==> src/rtl/sbsrq_pkg.sv <==
package sbsrq_pkg;
  localparam int SUM_W  = 6;
  localparam int BYTE_W = 8;
  localparam int MSS_BIT = SUM_W;
  localparam int EN_W = SUM_W + 1;

  typedef struct packed {
    logic wrEnable;
    logic clrFlag;
    logic rdEnable;
  } ctlStrobe_t;
endpackage

==> src/rtl/sbsrqCtrl.sv <==
module sbsrqCtrl
  import sbsrq_pkg::*;
(
  input  logic       regSel,
  input  logic       regWrEn,
  input  logic       srqClear,
  output ctlStrobe_t strobe
);
  always_comb begin
    strobe.wrEnable = regWrEn && regSel;
    strobe.clrFlag  = srqClear;
    strobe.rdEnable = regSel;
  end
endmodule

==> src/rtl/sbsrqDatapath.sv <==
module sbsrqDatapath
  import sbsrq_pkg::*;
(
  input  logic              clk,
  input  logic              rstN,
  input  logic [SUM_W-1:0]  sumIn,
  input  logic [BYTE_W-1:0] regWrData,
  input  ctlStrobe_t        strobe,
  output logic [BYTE_W-1:0] regRdData,
  output logic              srqPulse,
  output logic              srqFlag
);
  logic [EN_W-1:0]  enQ;
  logic [SUM_W-1:0] prevQ;
  logic [SUM_W-1:0] riseVec;
  logic [SUM_W-1:0] hitVec;
  logic             mss;
  logic             reqNow;

  // per-bit edge and mask gating
  for (genvar i = 0; i < SUM_W; i++) begin : g_bit
    assign riseVec[i] = sumIn[i] & ~prevQ[i] & enQ[i];
    assign hitVec[i]  = sumIn[i] & enQ[i];
  end

  assign mss    = |hitVec;
  assign reqNow = |riseVec;

  always_ff @(posedge clk) begin
    if (!rstN) begin
      enQ      <= '0;
      prevQ    <= '0;
      srqPulse <= 1'b0;
      srqFlag  <= 1'b0;
    end else begin
      prevQ    <= sumIn;
      srqPulse <= reqNow;
      if (strobe.wrEnable) enQ <= regWrData[EN_W-1:0];
      if (reqNow)              srqFlag <= 1'b1;
      else if (strobe.clrFlag) srqFlag <= 1'b0;
    end
  end

  always_comb begin
    regRdData = '0;
    if (strobe.rdEnable) regRdData[EN_W-1:0] = enQ;
    else                 regRdData = {1'b0, mss, sumIn};
  end

  AST_FLAG_ON_PULSE: assert property (@(posedge clk) disable iff (!rstN)
    srqPulse |-> srqFlag);
  AST_FLAG_CLEARED: assert property (@(posedge clk) disable iff (!rstN)
    ($past(strobe.clrFlag) && !srqPulse) |-> !srqFlag);
  AST_EN_HOLD: assert property (@(posedge clk) disable iff (!rstN)
    !$past(strobe.wrEnable) |-> $stable(enQ));
  AST_NO_SRQ_STEADY: assert property (@(posedge clk) disable iff (!rstN)
    srqPulse |-> ($past(sumIn) != $past(sumIn, 2)));
  AST_BIT7_ZERO: assert property (@(posedge clk) disable iff (!rstN)
    regRdData[BYTE_W-1] == 1'b0);
endmodule

==> src/rtl/statusByteSrq.sv <==
module statusByteSrq
  import sbsrq_pkg::*;
(
  input  logic              clk,
  input  logic              rstN,
  input  logic [SUM_W-1:0]  sumIn,
  input  logic              regSel,
  input  logic              regWrEn,
  input  logic [BYTE_W-1:0] regWrData,
  output logic [BYTE_W-1:0] regRdData,
  input  logic              srqClear,
  output logic              srqPulse,
  output logic              srqFlag
);
  ctlStrobe_t strobe;

  sbsrqCtrl u_ctrl (
    .regSel   (regSel),
    .regWrEn  (regWrEn),
    .srqClear (srqClear),
    .strobe   (strobe)
  );

  sbsrqDatapath u_dp (
    .clk       (clk),
    .rstN      (rstN),
    .sumIn     (sumIn),
    .regWrData (regWrData),
    .strobe    (strobe),
    .regRdData (regRdData),
    .srqPulse  (srqPulse),
    .srqFlag   (srqFlag)
  );
endmodule

==> config.mk <==
export PLATFORM = sky130hd
export DESIGN_NAME = statusByteSrq
export DESIGN_NICKNAME = d
export VERILOG_FILES = /design/src/rtl/sbsrq_pkg.sv /design/src/rtl/sbsrqCtrl.sv /design/src/rtl/sbsrqDatapath.sv /design/src/rtl/statusByteSrq.sv
export SDC_FILE = /design/constraint.sdc
export NUM_CORES = 1
export LEC_CHECK = 0
export BUFFER_PORTS_ARGS = -buffer_cell sky130_fd_sc_hd__buf_2
export CAP_MARGIN = 10
export CORE_MARGIN = 1.5
export CORE_UTILIZATION = 40
export CTS_CLUSTER_DIAMETER = 50
export CTS_CLUSTER_SIZE = 30
export DETAILED_ROUTE_END_ITERATION = 10
export GPL_TIMING_DRIVEN = 0
export PLACE_DENSITY_LB_ADDON = 0.25
export SLEW_MARGIN = 20
export SYNTH_ARGS = -nofsm -noshare
export SYNTH_HDL_FRONTEND = slang
export SYNTH_SLANG_ARGS = --single-unit
==> constraint.sdc <==
create_clock -name clk -period 1.2 [get_ports clk]
set_input_delay 0.12 -clock clk [delete_from_list [all_inputs] [get_ports clk]]
set_output_delay 0.12 -clock clk [all_outputs]
set_load 0.05 [all_outputs]
* Word level (Yosys, flattened, before mapping)
Index checks and enable logic that the tools add are counted.
Operators by class: reduce and logical (&&, ||, !) cells 4, equal/unequal tests 0, div/mod/pow operators 0, magnitude comparators 0, multipliers 0, bitwise logic cells 24, shifts and indexed selects 0, add/subtract/negate cells 0, muxes and demuxes 3
Operators with widths (number):
- AND 1 bit | 18
- OR reduction 6 bit | 2
- two-way mux 7 bit | 1
- inverter 1 bit | 6
- two-way mux 1 bit | 2
- nonzero test 2 bit | 1
- logical AND 1 bit | 1
Storage, ports and cells: bits in writable memories 0, word-level logic and storage cells 35, input bits 19, bits in latches 0, bits in registers 15, memories kept 0, output and inout port bits 10, bits in read-only memories 0

* Logic depth before layout (Yosys ltp)
depth after elaboration 5, depth in mapped cells 4, gate-level depth less buffers 3

* Hierarchy
Synthesis repeated with hierarchy kept, for this count alone.
Second synthesis, totals: cell total of the unflattened synthesis 65, area, all modules 668.1 sq um
By module, submodules not included:
- sbsrqDatapath | seq. area each 300.3 sq um, times used 1, area an instance 646.9 sq um, cells each 62
- sbsrqCtrl | seq. area each 0.0 sq um, times used 1, area an instance 21.3 sq um, cells each 3

* Least setup slack after synthesis
OpenSTA, ideal clock, no wires.
path type register to output, from register u_dp.enQ[2], to output regRdData[6], slack 0.132 ns, cell stages (with the launch flop) 4, path buffers 0, arrival time 0.948 ns, data required time 1.080 ns, cell sequence dfxtp_1 -> a22oi_1 -> nand4_1 -> mux2_2
Between the ends: longest elaborated chain between the ends 3
Ends and longest elaborated chain:
- start: declaration | RTL line sbsrqDatapath.sv:13 | logic [EN_W-1:0] enQ;
- start signal: assignment | RTL line sbsrqDatapath.sv:38 | if (strobe.wrEnable) enQ <= regWrData[EN_W-1:0];
- AND 1 bit | RTL line sbsrqDatapath.sv:23 | assign hitVec[i] = sumIn[i] & enQ[i];
- OR reduction 6 bit | RTL line sbsrqDatapath.sv:26 | assign mss = |hitVec;
- two-way mux 7 bit | RTL line sbsrqDatapath.sv:46 | if (strobe.rdEnable) regRdData[EN_W-1:0] = enQ;
- end: declaration | RTL line statusByteSrq.sv:10 | output logic [BYTE_W-1:0] regRdData,
No other way between the ends.

* Final worst setup path
Ends and elaborated chain as after synthesis.

==> run_results.csv <==
group,metric,value,unit
grt,grt_pass1_vias,550,
placed_design,gp_congestion,0.697,
final_layout,layout_commonest_cell,"buf_2",
critical_path,startpoint_type,"register",
detailed_routing,drt-total-wl,1490,um
synthesis,postSynthAreaPerCell,9.64,um2
floorplan,start_util,43.9,%
final_layout,diodes,0,
sta,max_freq,681,MHz
synthesis,synth_cell_types,21,
clock_network,cts.root.buffer_cell,"clkbuf_4",
pwr,powerDensity,1150,nW/um2
critical_path,cp-end-kind,"output port",
pwr,switching_share,29.8,%
grt,gr-usage-all-layers,16.3,%
clock_network,clk_latency,0.27,ns
critical_path,timing.rr.start,"u_dp.enQ[3]",
detailed_routing,drc_errors,1,
sta,skew,0.00106,ns
grt,grt_max_degree,11,
final_layout,nFillCells,139,
critical_path,critical_path_arrival,1.35,ns
detailed_routing,wl_per_cell,12.4,um
placed_design,numPortBuffers,24,
pwr,p_int,0.791,mW
placed_design,dpl.hpwl,1060,um
clock_network,clk_pin_slew,0.09,ns
critical_path,crit_required,1.08,ns
grt,grt_pass1_wl,2380,um
sta,timing.final.ws_setup,-0.269,ns
floorplan,row_count,14,
detailed_routing,drt_pass1_iterations,7,
clock_network,cts_tree,"built",
pwr,peakVddDrop,0.638,mV
sta,setup_viol,4,
critical_path,crit_type,"reg -> out",
status,violations,"design-rule violations, negative setup slack",
worst_hold_path,holdPathStages,2,
job,cap_violations,0,
floorplan,die-area,1970,um2
synthesis,ys_seq_elements,15,
critical_path,rr_endpoint,"u_dp.srqPulse",
synthesis,ys_seq_area_share,43.9,%
floorplan,io-pin-count,29,
critical_path,r2r_slack,0.04,ns
sta,finalCritPeriodShare,122,%
synthesis,synth.area.top_cells,"dfxtp_1 (44%), a21boi_1 (7.7%), mux2_2 (6.6%)",
worst_hold_path,min_from,"sumIn[1]",
pwr,leakage,0.440,nW
synthesis,synthCells,71,
synthesis,syn-num-nets,90,
sta,finalMaxSlewViolations,0,
synthesis,synth_top_area_share,43.9,%
sta,period_needed,1.47,ns
critical_path,rr_worst_depth,5,
detailed_routing,routed_via_density,5.21,
pwr,sequentialPowerShare,47.8,%
clock_network,cts-root-to-sink-buffers,2,
synthesis,synth_top_area_cell,"dfxtp_1",
worst_hold_path,hp-class,"in -> reg",
detailed_routing,drt-initial-drc-count,6,
synthesis,syn_area,684,um2
sta,rsz0062_at_grt,"true",
sta,hold_viol_final,0,
pwr,clockPowerShare,24.8,%
pwr,p_sw,0.336,mW
detailed_routing,vias,625,
sta,fin_tns_setup,-0.451,ns
placed_design,pre_cts_slack,-0.0100,ns
critical_path,crit_path_start,"u_dp.enQ[2]",
critical_path,cp_max_fo,2,
pwr,pwr-share-comb,27.4,%
pwr,totalPowerFinal,1.13,mW
clock_network,cts_htree_levels,1,
status,outcome,"complete, but fails checks",
worst_hold_path,min_to,"u_dp.prevQ[1]",
final_layout,drive_gt1_share,52.9,%
final_layout,most-common-layout-cells,"buf_2 (19), nand2_1 (12), dfxtp_1 (10)",
clock_network,cts_inserted_buffers,3,
final_layout,area_growth,43.9,%
grt,antenna_found_initial,0,
grt,grt_remaining_overflow,0,
floorplan,die_w,44.4,um
clock_network,clkSinkCount,15,
final_layout,nets,124,
floorplan,core,1560,um2
synthesis,yosysWarnings,0,
detailed_routing,postRouteAntennaNets,0,
floorplan,die_h,44.4,um
-- metal layers --
layer  share of wire (%)  track usage [%]
met1                  45             21.5
met2                  50             26.5
met3                 4.5             2.45
met4                0.54             7.27
met5                   0                0
-- how the worst max path moves through the flow --
stage                         endpoint  slack [ns]  depth (start not counted)
after CTS                 regRdData[6]       -0.25                          4
after global routing      regRdData[6]       -0.33                          4
after floorplan           regRdData[6]        0.13                          3
after global placement    regRdData[6]       -0.02                          4
after detailed placement  regRdData[6]       -0.01                          4
final                     regRdData[6]       -0.27                          4
-- cell usage after synthesis, drive strengths merged --
cell	count
a21boi	7
a22oi	2
and2	6
buf	4
clkbuf	1
conb	1
dfxtp	15
mux2	7
nand2	14
nand3	7
nand4	1
nor2b	1
o22ai	3
o31a	1
o41a	1
-- cell type report --
| type | count | area (um2) | share of cell area, % |
|---|---|---|---|
| buffer | 5 | 32.5 | 3.30 |
| clock buffer | 4 | 26.3 | 2.67 |
| multi-input combinational | 51 | 369 | 37.5 |
| sequential | 15 | 309 | 31.4 |
| tap | 16 | 20.0 | 2.03 |
| timing repair buffer | 29 | 228 | 23.1 |
-- kinds of logic (layout without fill, tap and decap cells) --
family | after synthesis | in the layout | share of synthesized area (%)
simple gates | 29 | 29 | 21.0
flops | 15 | 15 | 43.9
compound gates | 14 | 14 | 16.6
mux | 7 | 7 | 13.2
buf+inv | 5 | 38 | 4.75
other cells | 1 | 1 | 0.548
-- repair_timing --
item	in CTS	in global routing
hold buffers	0	0
pin swaps	1	3
setup endpoints to repair	6	7
buffers inserted	2	3
gates cloned	0	0
resized for setup	14	19
endpoints found under the hold margin	0	0
-- power by group through the flow --
stage | Sequential [mW] | Clock, mW | Combinational [mW]
after floorplan | 0.566 | 0 | 0.165
after detailed placement | 0.551 | 0 | 0.248
final | 0.539 | 0.279 | 0.309
after CTS | 0.539 | 0.287 | 0.274
after global placement | 0.550 | 0 | 0.245
after global routing | 0.542 | 0.306 | 0.328
-- critical path, cell delays in order, from the launching register on --
cell,delay [ns]
dfxtp_2,0.34
a22oi_2,0.15
nand4_1,0.13
mux2_4,0.30
buf_8,0.15
-- metrics by stage --
stage / utilization [%] / instance area [um2] / hold slack (ns) / std cells
5_1_grt: 63.2 / 985 / 0.0750 / 120
2_1_floorplan: - / 684 / 0.242 / 71
4_1_cts: 57.9 / 902 / 0.0734 / 117
6_report: 63.2 / 985 / 0.0769 / 120
3_3_place_gp: 52.9 / 825 / 0.352 / 111
3_5_place_dp: 52.9 / 825 / 0.359 / 111
-- state kept, by name, summed over array words and instances (netlist names) --
register / count
u_dp.srqFlag: 1
u_dp.srqPulse: 1
u_dp.prevQ: 6
u_dp.enQ: 7
Power figures use the tool's default switching activity.
